==> src/rtl/fracn_pkg.sv <==
// fracn_pkg: constants and helpers shared by the fractional-N divider.
// Assumes a 3-bit numerator, which covers both moduli (5 and 8).
package fracn_pkg;

    localparam int FRAC_W  = 3;
    localparam int Q_SMALL = 5;
    localparam int Q_LARGE = 8;

    // Modulus selected by the mode bit.
    function automatic logic [FRAC_W:0] mod_q(input logic m8);
        return m8 ? (FRAC_W+1)'(Q_LARGE) : (FRAC_W+1)'(Q_SMALL);
    endfunction

    // Limits a numerator to Q-1 for the given mode.
    function automatic logic [FRAC_W-1:0] clamp_nf(input logic [FRAC_W-1:0] nf,
                                                  input logic m8);
        logic [FRAC_W:0] q;
        q = mod_q(m8);
        if ({1'b0, nf} >= q)
            return FRAC_W'(q - 1'b1);
        return nf;
    endfunction

endpackage

==> src/rtl/fracn_shadow.sv <==
// fracn_shadow: staging registers for ratio, numerator and mode, plus the
// active copy of the mode bit.
// Assumes settings are written at least once before or during the first reset.
// Staged values are clamped on entry. The active mode follows the staged one
// only on a terminal count or while reset is held.
module fracn_shadow
    import fracn_pkg::*;
#(
    parameter int INT_W = 16,
    parameter int N_MIN = 512
) (
    input  logic              clk,
    input  logic              rst_n,
    input  logic              tc,
    input  logic              wr_en,
    input  logic [INT_W-1:0]  wr_int,
    input  logic [FRAC_W-1:0] wr_num,
    input  logic              wr_mod8,
    output logic [INT_W-1:0]  stage_n,
    output logic [FRAC_W-1:0] stage_nf,
    output logic              stage_m8,
    output logic              act_m8
);

    localparam logic [INT_W-1:0] N_FLOOR = INT_W'(N_MIN);

    // Capture a write into staging, clamped to the legal ranges.
    always_ff @(posedge clk) begin
        if (wr_en) begin
            stage_n  <= (wr_int < N_FLOOR) ? N_FLOOR : wr_int;
            stage_nf <= clamp_nf(wr_num, wr_mod8);
            stage_m8 <= wr_mod8;
        end
    end

    // Take up the staged mode at a cycle boundary or while reset is held.
    always_ff @(posedge clk) begin
        if (!rst_n || tc)
            act_m8 <= stage_m8;
    end

    a_r1_n_floor: assert property (@(posedge clk) disable iff (!rst_n)
        stage_n >= N_FLOOR);

    a_r5_nf_range: assert property (@(posedge clk) disable iff (!rst_n)
        {1'b0, stage_nf} < mod_q(stage_m8));

    a_r6_mode_hold: assert property (@(posedge clk) disable iff (!rst_n)
        !tc |=> $stable(act_m8));

endmodule

==> src/rtl/fracn_accum.sv <==
// fracn_accum: modulo-Q fractional accumulator.
// Updates only on a terminal count. It adds the staged numerator using the
// staged modulus, and it flags overflow so the coming cycle is stretched.
// Assumes the staged numerator is already below the staged modulus.
module fracn_accum
    import fracn_pkg::*;
(
    input  logic              clk,
    input  logic              rst_n,
    input  logic              tc,
    input  logic [FRAC_W-1:0] nf_next,
    input  logic              m8_next,
    input  logic              m8_cur,
    output logic [FRAC_W-1:0] acc,
    output logic              ovf
);

    logic [FRAC_W:0]   q_next;
    logic [FRAC_W:0]   base;
    logic [FRAC_W:0]   sum;
    logic [FRAC_W-1:0] acc_nx;

    // Next value and overflow flag for the coming terminal count.
    always_comb begin
        q_next = mod_q(m8_next);
        base   = (m8_next != m8_cur) ? '0 : {1'b0, acc};
        sum    = base + {1'b0, nf_next};
        ovf    = (sum >= q_next);
        acc_nx = ovf ? FRAC_W'(sum - q_next) : FRAC_W'(sum);
    end

    // Hold the accumulator between terminal counts; clear it on reset.
    always_ff @(posedge clk) begin
        if (!rst_n)
            acc <= '0;
        else if (tc)
            acc <= acc_nx;
    end

    a_r3_acc_below_q: assert property (@(posedge clk) disable iff (!rst_n)
        {1'b0, acc} < mod_q(m8_cur));

    a_r7_acc_stable: assert property (@(posedge clk) disable iff (!rst_n)
        !tc |=> $stable(acc));

endmodule

==> src/rtl/fracn_count.sv <==
// fracn_count: down counter that marks the last clock of each divide cycle.
// Loads init_m1 while reset is held and reload_m1 at the terminal count, so a
// cycle lasts the loaded value plus one clocks.
// Assumes both load values are at least 1, which holds for ratios of 2 or more.
module fracn_count #(
    parameter int INT_W = 16
) (
    input  logic             clk,
    input  logic             rst_n,
    input  logic [INT_W-1:0] init_m1,
    input  logic [INT_W-1:0] reload_m1,
    output logic             tc
);

    logic [INT_W-1:0] cnt;

    assign tc = (cnt == '0);

    // Count down, reloading at the end of each cycle.
    always_ff @(posedge clk) begin
        if (!rst_n)
            cnt <= init_m1;
        else if (tc)
            cnt <= reload_m1;
        else
            cnt <= cnt - 1'b1;
    end

    a_r2_single_pulse: assert property (@(posedge clk) disable iff (!rst_n)
        tc |=> !tc);

endmodule

==> src/rtl/fracn_div_ctrl.sv <==
// fracn_div_ctrl: fractional-N main divider controller (top level).
// Divides clk by N or N+1, choosing N+1 after an accumulator overflow. It
// emits a one-clock pulse per cycle and exposes the accumulator value.
// Assumes N_MIN >= 2 and that settings are written before or during reset.
module fracn_div_ctrl
    import fracn_pkg::*;
#(
    parameter int INT_W = 16,
    parameter int N_MIN = 512
) (
    input  logic              clk,
    input  logic              rst_n,
    input  logic              wr_en,
    input  logic [INT_W-1:0]  wr_int,
    input  logic [FRAC_W-1:0] wr_num,
    input  logic              wr_mod8,
    output logic              div_pulse,
    output logic [FRAC_W-1:0] acc_out
);

    logic              tc;
    logic              ovf;
    logic [INT_W-1:0]  stage_n;
    logic [FRAC_W-1:0] stage_nf;
    logic              stage_m8;
    logic              act_m8;
    logic [INT_W-1:0]  init_m1;
    logic [INT_W-1:0]  reload_m1;

    fracn_shadow #(.INT_W(INT_W), .N_MIN(N_MIN)) u_shadow (
        .clk      (clk),
        .rst_n    (rst_n),
        .tc       (tc),
        .wr_en    (wr_en),
        .wr_int   (wr_int),
        .wr_num   (wr_num),
        .wr_mod8  (wr_mod8),
        .stage_n  (stage_n),
        .stage_nf (stage_nf),
        .stage_m8 (stage_m8),
        .act_m8   (act_m8)
    );

    fracn_accum u_accum (
        .clk     (clk),
        .rst_n   (rst_n),
        .tc      (tc),
        .nf_next (stage_nf),
        .m8_next (stage_m8),
        .m8_cur  (act_m8),
        .acc     (acc_out),
        .ovf     (ovf)
    );

    // Cycle length minus one: N-1 normally, N when the cycle is stretched.
    always_comb begin
        init_m1   = stage_n - 1'b1;
        reload_m1 = ovf ? stage_n : init_m1;
    end

    fracn_count #(.INT_W(INT_W)) u_count (
        .clk       (clk),
        .rst_n     (rst_n),
        .init_m1   (init_m1),
        .reload_m1 (reload_m1),
        .tc        (tc)
    );

    assign div_pulse = tc;

endmodule

==> config.mk <==
export PLATFORM = sky130hd
export DESIGN_NAME = fracn_div_ctrl
export DESIGN_NICKNAME = d
export VERILOG_FILES = /design/src/rtl/fracn_pkg.sv /design/src/rtl/fracn_shadow.sv /design/src/rtl/fracn_accum.sv /design/src/rtl/fracn_count.sv /design/src/rtl/fracn_div_ctrl.sv
export SDC_FILE = /design/constraint.sdc
export NUM_CORES = 1
export LEC_CHECK = 0
export BUFFER_PORTS_ARGS = -buffer_cell sky130_fd_sc_hd__buf_2
export CORE_MARGIN = 2
export CORE_UTILIZATION = 45
export CTS_BUF_LIST = sky130_fd_sc_hd__clkbuf_2
export CTS_CLUSTER_DIAMETER = 100
export DETAILED_ROUTE_END_ITERATION = 16
export PLACE_DENSITY_LB_ADDON = 0.1
export SLEW_MARGIN = 40
export SYNTH_ARGS = -nofsm -noshare
export SYNTH_HDL_FRONTEND = slang
export SYNTH_SLANG_ARGS = --single-unit
==> constraint.sdc <==
create_clock -name clk -period 3.55 [get_ports clk]
set_input_delay 0.1775 -clock clk [delete_from_list [all_inputs] [get_ports clk]]
set_output_delay 0.1775 -clock clk [all_outputs]
set_load 0.02 [all_outputs]
==> impl_metrics.env, run 1 <==
export IMPL_avgViaCountPerCell=5.09
export IMPL_cts_setup_buffers=0
export IMPL_cts_resized=0
export IMPL_leakage_nw=1.05
export IMPL_clock_latency_ns=0.41
export IMPL_syn_nets=273
export IMPL_wl_per_cell_um=12.9
export IMPL_min_path_type="input port to register"
export IMPL_die_h_um=75.5
export IMPL_cts_buffers=5
export IMPL_ys_seq_elements=40
export IMPL_pre_cts_slack_ns=0.487
export IMPL_yosys_area_top_type_share=0.275
export IMPL_max_freq_mhz=325
export IMPL_design_area_sq_um=2630
export IMPL_cp_required_ns=3.85
export IMPL_first_pass_iters=4
export IMPL_r2r_slack_ns=0.47
export IMPL_start_kind="register"
export IMPL_setup_viol=0
export IMPL_drive_gt1_frac=0.170
export IMPL_vdd_drop_max_uv=213
export IMPL_post_synth_inst_count=239
export IMPL_ys_seq_area_frac=0.440
export IMPL_rsz0062_at_grt="no"
export IMPL_busiest_layer="met1"
export IMPL_cp_max_fo=11
export IMPL_ant_nets=0
export IMPL_synth_edf_count=21
export IMPL_cp_arrival_ns=3.38
export IMPL_met3_usage=0.0410
export IMPL_rows=26
export IMPL_slowest_delay_ns=0.48
export IMPL_skew_ns=0.0356
export IMPL_antenna_found_initial=0
export IMPL_use_met1=0.252
export IMPL_hp_start="wr_int[9]"
export IMPL_syn_area_sq_um=2300
export IMPL_yosysTopAreaCell="edfxtp_1"
export IMPL_drv_cap=0
export IMPL_cts_tree="done"
export IMPL_finalHoldViolCount=0
export IMPL_n_antenna_cell=0
export IMPL_track_usage=0.170
export IMPL_num_vias=1732
export IMPL_io_buffers=26
export IMPL_h_tree_depth=2
export IMPL_syn_avg_cell_area_sq_um=9.61
export IMPL_drt_total_wl_mm=4.40
export IMPL_synth_area_leaders="edfxtp_1 (27%), dfxtp_1 (17%), ha_1 (5.4%)"
export IMPL_gp_congestion=0.819
export IMPL_slew_limit_headroom=0.651
export IMPL_detailed_place_area_sq_um=2480
export IMPL_dieWidth_um=75.5
export IMPL_fillCellCount=493
export IMPL_cts_num_sinks=40
export IMPL_async_flop_share=0
export IMPL_power_density_nw_per_um2=392
export IMPL_holdWs_ns=0.0204
export IMPL_critPathKind="register to register"
export IMPL_ys_flop_type="edfxtp_1"
export IMPL_fin_crit_sh=0.867
export IMPL_whs_path_depth=2
export IMPL_syn_to_final_growth_pct=14.6
export IMPL_clk_transition_reported_paths_ns=0.24
export IMPL_regToRegEndpoint="u_count.cnt[10]$_DFF_P_"
export IMPL_tns_ns=0
export IMPL_hpwl_mm=3.34
export IMPL_die_area_sq_um=5690
export IMPL_min_to="u_shadow.stage_n[9]$_SDFFCE_PN1P_"
export IMPL_ys_warn_count=0
export IMPL_drv_slew=0
export IMPL_coreArea_sq_um=5010
export IMPL_drcViolationCount=0
export IMPL_grt_overflow_total=0
export IMPL_status="complete, no violations"
export IMPL_grt_pass1_vias=1524
export IMPL_layout_nets=303
export IMPL_use_met2=0.245
export IMPL_layout_min_cycle_time_ns=3.08
export IMPL_r2r_cells=13
export IMPL_layout_setup_ws_ns=0.471
export IMPL_grt_max_degree=21
export IMPL_worstMarginPinSlew_ns=0.519
export IMPL_cp_end_kind="register"
export IMPL_synth_distinct_cells=49
export IMPL_crit_chain="xnor2_1, and2_1, ha_1, fa_1, xor2_1, ha_1, nand2_1, a21o_1, a21boi_0, buf_4, nor4_1, xor2_1, a22o_1"
export IMPL_start_util=0.459
export IMPL_pin_count=27
export IMPL_cts_hold_buffers=8
export IMPL_cp_slowest_cell="edfxtp_1"
export IMPL_clock_path_buffers=2
export IMPL_grt_pass1_wl_mm=7.29
export IMPL_reg2reg_from="u_shadow.stage_m8$_DFFE_PP_"
export IMPL_initialDrtViolationCount=84
export IMPL_cts_root_buffer="clkbuf_2"
critical path, delay by kind of cell, from the launching register on:
kind / cells / cell delay [ns]
fa+ha+maj: 3 / 0.88
buf+inv: 1 / 0.20
flops: 1 / 0.48
compound gates: 3 / 0.44
xor+xnor: 3 / 0.53
simple gates: 3 / 0.49
cell type report:
class | instances | area [sq um] | share of cell area
Multi-Input combinational cell | 174 | 1190 | 0.453
Clock buffer | 5 | 25.0 | 0.00951
Inverter | 11 | 41.3 | 0.0157
Sequential cell | 40 | 1010 | 0.384
Tap cell | 70 | 87.6 | 0.0333
Clock inverter | 3 | 42.5 | 0.0162
Timing Repair Buffer | 37 | 233 | 0.0884
layer usage:
layer | share of wire | vias to the layer above
met2 | 0.43 | 32
met5 | 0 | -
met1 | 0.52 | 781
met4 | 0.010 | 0
li1 | - | 914
met3 | 0.040 | 5
sequential cells by signal, indices dropped and copies added (netlist names):
register and count:
u_count.cnt 16, u_shadow.stage_n 16, u_accum.acc 3, u_shadow.stage_nf 3, u_shadow.act_m8 1, u_shadow.stage_m8 1
cells in the final DEF (no fill, tap or decap), drive strengths merged, types with 2 or more instances in the layout:
cell type	instances
a21boi	4
a21o	7
a21oi	9
a31oi	2
and2	14
buf	29
clkbuf	5
dfxtp	19
dlygate4sd3	8
edfxtp	21
ha	10
inv	11
nand2	21
nand2b	3
nand3	3
nand4	3
nor2	15
nor3	12
nor3b	2
nor4	7
o211ai	2
o21ai	10
o31ai	3
or3	4
or4	2
xnor2	10
xor2	14
cells in the mapped netlist, drive strengths merged, types with 2 or more instances:
| library cell | number |
|---|---|
| ha | 10 |
| or3 | 4 |
| a21o | 7 |
| nand3 | 3 |
| nand2 | 21 |
| xor2 | 14 |
| dfxtp | 19 |
| nor2 | 15 |
| o31ai | 3 |
| xnor2 | 10 |
| a31oi | 2 |
| nor4 | 7 |
| nand2b | 3 |
| clkbuf | 14 |
| nor3b | 2 |
| edfxtp | 21 |
| or4 | 2 |
| nand4 | 3 |
| o211ai | 2 |
| and2 | 14 |
| nor3 | 12 |
| inv | 11 |
| o21ai | 10 |
| a21boi | 4 |
| a21oi | 9 |
stage by stage:
stage                     instances   util  total power, mW
after CTS                       340  0.525             1.04
after floorplan                 239      -            0.711
after global placement          324  0.496            0.763
after detailed placement        324  0.496            0.765
after global routing            340  0.525             1.09
final                           340  0.525             1.03
where the power goes:
part	leakage (nW)	total, mW	internal, mW	switching, mW
Combinational	0.650	0.176	0.0858	0.0899
Clock	0.0390	0.270	0.118	0.153
Sequential	0.364	0.585	0.539	0.0467
cell families after synthesis:
family                     share of synthesized area
muxes                                        0.00436
adders and majority gates                     0.0632
AOI/OAI and AO/OA                              0.150
buffers and inverters                         0.0408
xor gates and xnor gates                      0.0915
and+or+nand+nor                                0.210
DFF                                            0.440
worst max path at each step:
stage	startpoint	endpoint	cells after the start
global route	u_shadow.stage_m8$_DFFE_PP_	u_count.cnt[8]$_DFF_P_	13
finish	u_shadow.stage_m8$_DFFE_PP_	u_count.cnt[10]$_DFF_P_	13
detailed placement	u_shadow.stage_m8$_DFFE_PP_	u_count.cnt[15]$_DFF_P_	13
CTS	u_shadow.stage_m8$_DFFE_PP_	u_count.cnt[15]$_DFF_P_	13
global placement	u_shadow.stage_m8$_DFFE_PP_	u_count.cnt[15]$_DFF_P_	13
floorplan	u_shadow.stage_m8$_DFFE_PP_	u_count.cnt[15]$_DFF_P_	13
(Power assumes the default switching activity.)
==> inputs of run 2 (changes only) <==
--- a/config.mk
+++ b/config.mk
@@ -11,7 +11,7 @@
 export CTS_BUF_LIST = sky130_fd_sc_hd__clkbuf_2
 export CTS_CLUSTER_DIAMETER = 100
 export DETAILED_ROUTE_END_ITERATION = 16
-export PLACE_DENSITY_LB_ADDON = 0.1
+export PLACE_DENSITY_LB_ADDON = 0.05
 export SLEW_MARGIN = 40
 export SYNTH_ARGS = -nofsm -noshare
 export SYNTH_HDL_FRONTEND = slang
==> run 2 against run 1 <==
Compared with the run above: clock power shrank 24%; clock-buffer cell count grew 1; clock skew fell by 0.019 ns; sequential power barely moved; critical endpoint is now u_count.cnt[15]$_DFF_P_; highest routed layer unchanged.
==> impl_metrics.env, run 2 (same netlist as run 1, synthesis figures left out) <==
export IMPL_power_density_nw_per_um2=371
export IMPL_hpwl_mm=3.37
export IMPL_layout_setup_ws_ns=0.494
export IMPL_start_util=0.459
export IMPL_leakage_nw=1.05
export IMPL_fin_crit_sh=0.861
export IMPL_reg2reg_from="u_shadow.stage_m8$_DFFE_PP_"
export IMPL_crit_chain="xnor2_1, and2_1, ha_1, fa_1, xor2_1, ha_1, nand2_1, a21o_1, a21boi_0, buf_4, nor2_1, a311oi_1, o32a_2"
export IMPL_worstMarginPinSlew_ns=0.530
export IMPL_cts_num_sinks=40
export IMPL_syn_to_final_growth_pct=13.4
export IMPL_track_usage=0.175
export IMPL_path_buf_inv=1
export IMPL_first_pass_iters=4
export IMPL_critical_path_top_delay_family="adder cells"
export IMPL_layout_nets=303
export IMPL_cp_required_ns=3.91
export IMPL_dieWidth_um=75.5
export IMPL_grt_pass1_vias=1557
export IMPL_switching_share=0.301
export IMPL_min_path_type="input port to register"
export IMPL_cts_tree="done"
export IMPL_cp_max_fo=11
export IMPL_drv_cap=0
export IMPL_cts_root_buffer="clkbuf_2"
export IMPL_antenna_found_initial=0
export IMPL_fillCellCount=499
export IMPL_crit_end="u_count.cnt[15]$_DFF_P_"
export IMPL_r2r_slack_ns=0.49
export IMPL_crit_top_cell="ha_1"
export IMPL_coreArea_sq_um=5010
export IMPL_grt_overflow_total=0
export IMPL_slew_limit_headroom=0.644
export IMPL_grt_pass1_wl_mm=7.38
export IMPL_skew_ns=0.0170
export IMPL_grt_max_degree=21
export IMPL_avgViaCountPerCell=5.06
export IMPL_clk_transition_reported_paths_ns=0.22
export IMPL_pin_count=27
export IMPL_regToRegEndpoint="u_count.cnt[15]$_DFF_P_"
export IMPL_vdd_drop_max_uv=148
export IMPL_start_kind="register"
export IMPL_cp_depth=13
export IMPL_die_area_sq_um=5690
export IMPL_rows=26
export IMPL_die_h_um=75.5
export IMPL_wl_per_cell_um=13.2
export IMPL_status="complete, no violations"
export IMPL_n_antenna_cell=0
export IMPL_slowest_delay_ns=0.49
export IMPL_io_buffers=26
export IMPL_gp_congestion=0.816
export IMPL_power_frac_seq=0.605
export IMPL_cp_arrival_ns=3.41
export IMPL_clock_latency_ns=0.39
export IMPL_num_vias=1722
export IMPL_initialDrtViolationCount=82
export IMPL_hp_start="wr_int[4]"
export IMPL_switching_power_uw=290
export IMPL_ant_nets=0
export IMPL_r2r_cells=13
export IMPL_pre_cts_slack_ns=0.507
export IMPL_setup_viol=0
export IMPL_drt_total_wl_mm=4.50
export IMPL_tns_ns=0
export IMPL_final_cell_mix="buf_2 (26), nand2_1 (21), edfxtp_1 (21), dfxtp_1 (19)"
export IMPL_critPathLaunch="u_shadow.stage_m8$_DFFE_PP_"
export IMPL_h_tree_depth=2
export IMPL_cts_resized=0
export IMPL_reg_top3="u_count.cnt x16, u_shadow.stage_n x16"
export IMPL_finalHoldViolCount=0
export IMPL_fin_cells=340
export IMPL_critPathKind="register to register"
export IMPL_layout_commonest_cell="buf_2"
export IMPL_drive_gt1_frac=0.170
export IMPL_internal_power_uw=676
export IMPL_final_core_util=0.520
export IMPL_cp_end_kind="register"
export IMPL_cts_buffers=5
export IMPL_rsz0062_at_grt="no"
export IMPL_pwr_share_clk=0.212
export IMPL_drv_slew=0
export IMPL_p_comb_frac=0.182
export IMPL_placedCellCount=324
export IMPL_layout_min_cycle_time_ns=3.06
export IMPL_max_freq_mhz=327
export IMPL_cp_slowest_cell="edfxtp_1"
export IMPL_clock_path_buffers=2
export IMPL_drcViolationCount=0
[run 2: changes by cell type in the layout (fill, tap and decap cells not counted)]
cell	change
clkinv_2	-1
bufinv_16	-1
inv_4	+1
clkbuf_2	+1
inv_2	+1
clkinvlp_4	-1
[run 2: layout make-up]
cell class                 count  area, sq um  area share
multi-input combinational    174         1190       0.458
sequential                    40         1010       0.388
timing repair buffer          37          233      0.0893
tap                           70         87.6      0.0336
inverter                      11         41.3      0.0159
clock buffer                   6         30.0      0.0115
clock inverter                 2         10.0     0.00384
[run 2: routing by layer]
metal	global-route usage	vias up	part of all wire
met1	0.256	762	0.54
met4	0.0526	0	0.0060
met5	0	-	0
met3	0.0437	2	0.038
met2	0.256	38	0.42
li1	-	920	-
[run 2: per-stage QoR]
step	power [mW]	hold WS [ns]	cell area, sq um
after floorplan	0.711	0.276	2300
after global placement	0.764	0.371	2480
after detailed placement	0.765	0.371	2480
after CTS	0.976	0.0247	2610
after global routing	1.03	0.0115	2610
final	0.966	0.0574	2610
[run 2: worst min path at each step]
stage                                              end  slack (ns)  cells past startpoint
floorplan                  u_shadow.stage_m8$_DFFE_PP_        0.28                      0
global placement    u_shadow.stage_n[15]$_SDFFCE_PN0P_        0.37                      1
detailed placement  u_shadow.stage_n[15]$_SDFFCE_PN0P_        0.37                      1
CTS                  u_shadow.stage_n[9]$_SDFFCE_PN1P_        0.02                      2
global route         u_shadow.stage_n[3]$_SDFFCE_PN0P_        0.01                      2
finish               u_shadow.stage_n[4]$_SDFFCE_PN0P_        0.06                      2
[run 2: repair_timing]
item	4_1_cts	5_1_grt
hold buffers	8	0
setup buffers	0	0
hold endpoints to repair	8	0
[run 2: power groups by stage]
| stage | clock network [mW] | registers (mW) | logic (mW) |
|---|---|---|---|
| 3_5_place_dp | 0 | 0.596 | 0.170 |
| 4_1_cts | 0.214 | 0.585 | 0.177 |
| 3_3_place_gp | 0 | 0.595 | 0.169 |
| 2_1_floorplan | 0 | 0.585 | 0.126 |
| 6_report | 0.205 | 0.585 | 0.176 |
| 5_1_grt | 0.231 | 0.593 | 0.201 |
==> inputs of run 3 (changes only) <==
--- a/config.mk
+++ b/config.mk
@@ -11,7 +11,8 @@
 export CTS_BUF_LIST = sky130_fd_sc_hd__clkbuf_2
 export CTS_CLUSTER_DIAMETER = 100
 export DETAILED_ROUTE_END_ITERATION = 16
-export PLACE_DENSITY_LB_ADDON = 0.05
+export GPL_TIMING_DRIVEN = 1
+export PLACE_DENSITY_LB_ADDON = 0.25
 export SLEW_MARGIN = 40
 export SYNTH_ARGS = -nofsm -noshare
 export SYNTH_HDL_FRONTEND = slang
==> run 3 against run 2 <==
Compared with the run above: worst hold slack lost 0.016 ns; final cell count is 0.29% higher; clock-buffer cell count stayed put; critical path type unchanged; critical endpoint unchanged; largest power group unchanged.
==> impl_metrics.env, run 3 (same netlist as run 1, synthesis figures left out) <==
export IMPL_initialDrtViolationCount=43
export IMPL_cp_arrival_ns=3.45
export IMPL_clock_latency_ns=0.39
export IMPL_clk_transition_reported_paths_ns=0.21
export IMPL_cts_buffers=5
export IMPL_dieWidth_um=75.5
export IMPL_ant_nets=0
export IMPL_slew_limit_headroom=0.674
export IMPL_r2r_slack_ns=0.45
export IMPL_grt_pass1_wl_mm=7.16
export IMPL_critPathLaunch="u_shadow.stage_m8$_DFFE_PP_"
export IMPL_layout_commonest_cell="buf_2"
export IMPL_track_usage=0.166
export IMPL_wl_per_cell_um=12.6
export IMPL_status="complete, no violations"
export IMPL_rsz0062_at_grt="no"
export IMPL_hpwl_mm=3.17
export IMPL_power_density_nw_per_um2=366
export IMPL_critPathKind="register to register"
export IMPL_grt_max_degree=21
export IMPL_clock_path_buffers=2
export IMPL_leakage_nw=1.05
export IMPL_pre_cts_slack_ns=0.477
export IMPL_setup_viol=0
export IMPL_cp_depth=13
export IMPL_syn_to_final_growth_pct=13.9
export IMPL_drcViolationCount=0
export IMPL_finalHoldViolCount=0
export IMPL_gp_congestion=0.873
export IMPL_start_util=0.459
export IMPL_reg_top3="u_count.cnt x16, u_shadow.stage_n x16"
export IMPL_drv_slew=0
export IMPL_io_buffers=26
export IMPL_cp_required_ns=3.90
export IMPL_cp_slowest_cell="edfxtp_1"
export IMPL_worstMarginPinSlew_ns=0.485
export IMPL_fillCellCount=485
export IMPL_layout_nets=304
export IMPL_reg2reg_from="u_shadow.stage_m8$_DFFE_PP_"
export IMPL_layout_min_cycle_time_ns=3.10
export IMPL_power_total_uw=959
export IMPL_final_cell_mix="buf_2 (26), nand2_1 (21), edfxtp_1 (21), dfxtp_1 (19)"
export IMPL_grt_overflow_total=0
export IMPL_critical_path_top_delay_family="adder cells"
export IMPL_grt_pass1_vias=1566
export IMPL_coreArea_sq_um=5010
export IMPL_regToRegEndpoint="u_count.cnt[15]$_DFF_P_"
export IMPL_holdWs_ns=0.0410
export IMPL_tns_ns=0
export IMPL_avgViaCountPerCell=5.04
export IMPL_r2r_cells=13
export IMPL_first_pass_iters=4
export IMPL_start_kind="register"
export IMPL_min_path_type="input port to register"
export IMPL_register_area_sq_um=1010
export IMPL_crit_end="u_count.cnt[15]$_DFF_P_"
export IMPL_cp_end_kind="register"
export IMPL_drt_total_wl_mm=4.30
export IMPL_final_core_util=0.522
export IMPL_drive_gt1_frac=0.170
export IMPL_antenna_found_initial=0
export IMPL_crit_chain="xnor2_1, and2_1, ha_1, fa_1, xor2_1, ha_1, nand2_1, a21o_1, a21boi_0, buf_4, nor2_1, a311oi_1, o32a_2"
export IMPL_cp_max_fo=11
export IMPL_cts_num_sinks=40
export IMPL_multiInputGateArea_sq_um=1190
export IMPL_path_buf_inv=1
export IMPL_skew_ns=0.0172
export IMPL_num_vias=1717
export IMPL_die_h_um=75.5
export IMPL_cts_resized=0
export IMPL_max_freq_mhz=323
export IMPL_die_area_sq_um=5690
export IMPL_drv_cap=0
export IMPL_n_antenna_cell=0
export IMPL_rows=26
export IMPL_cts_tree="done"
export IMPL_cts_root_buffer="clkbuf_2"
export IMPL_h_tree_depth=2
export IMPL_slowest_delay_ns=0.50
export IMPL_layout_setup_ws_ns=0.451
export IMPL_vdd_drop_max_uv=189
export IMPL_crit_top_cell="ha_1"
export IMPL_fin_crit_sh=0.873
export IMPL_pin_count=27
run 3: cell count changes in the layout (fill, tap and decap cells not counted), sizes merged:
| cell | change |
|---|---|
| inv | -2 |
| dlygate4sd3 | +1 |
| clkinvlp | +1 |
| clkinv | +1 |
run 3: cell type report:
type,count,share of cell area
timing repair buffer,38,0.0927
inverter,11,0.0158
clock inverter,2,0.00478
sequential,40,0.386
tap,70,0.0335
multi-input combinational,174,0.456
clock buffer,6,0.0115
run 3: worst min path at each step:
stage          slack (ns)  cells after the start       start                                 end
2_1_floorplan        0.28                      0     wr_mod8         u_shadow.stage_m8$_DFFE_PP_
3_3_place_gp         0.37                      1  wr_int[13]  u_shadow.stage_n[13]$_SDFFCE_PN0P_
3_5_place_dp         0.37                      1  wr_int[13]  u_shadow.stage_n[13]$_SDFFCE_PN0P_
4_1_cts              0.02                      2   wr_int[3]   u_shadow.stage_n[3]$_SDFFCE_PN0P_
5_1_grt             0.006                      2   wr_int[3]   u_shadow.stage_n[3]$_SDFFCE_PN0P_
6_report             0.04                      2   wr_int[3]   u_shadow.stage_n[3]$_SDFFCE_PN0P_
run 3: through the flow:
step,area (sq um),instances
after floorplan,2300,239
after detailed placement,2480,324
after global routing,2620,341
final,2620,341
after CTS,2610,340
after global placement,2480,324
run 3: per-layer routing:
| metal | vias to the layer above | share of wire | GRT usage |
|---|---|---|---|
| met3 | 4 | 0.035 | 0.0397 |
| met2 | 28 | 0.45 | 0.247 |
| li1 | 920 | - | - |
| met5 | - | 0 | 0 |
| met4 | 0 | 0.011 | 0.0604 |
| met1 | 765 | 0.51 | 0.237 |
run 3: repair_timing:
action                                 4_1_cts  5_1_grt
hold buffers                                 8        1
buffers inserted                             0        0
endpoints found under the hold margin        8        1
run 3: power by group:
group / internal [mW] / switching [mW] / total [mW]
Combinational: 0.0865 / 0.0886 / 0.175
Clock: 0.0503 / 0.148 / 0.198
Sequential: 0.539 / 0.0466 / 0.585
Total: 0.675 / 0.283 / 0.959
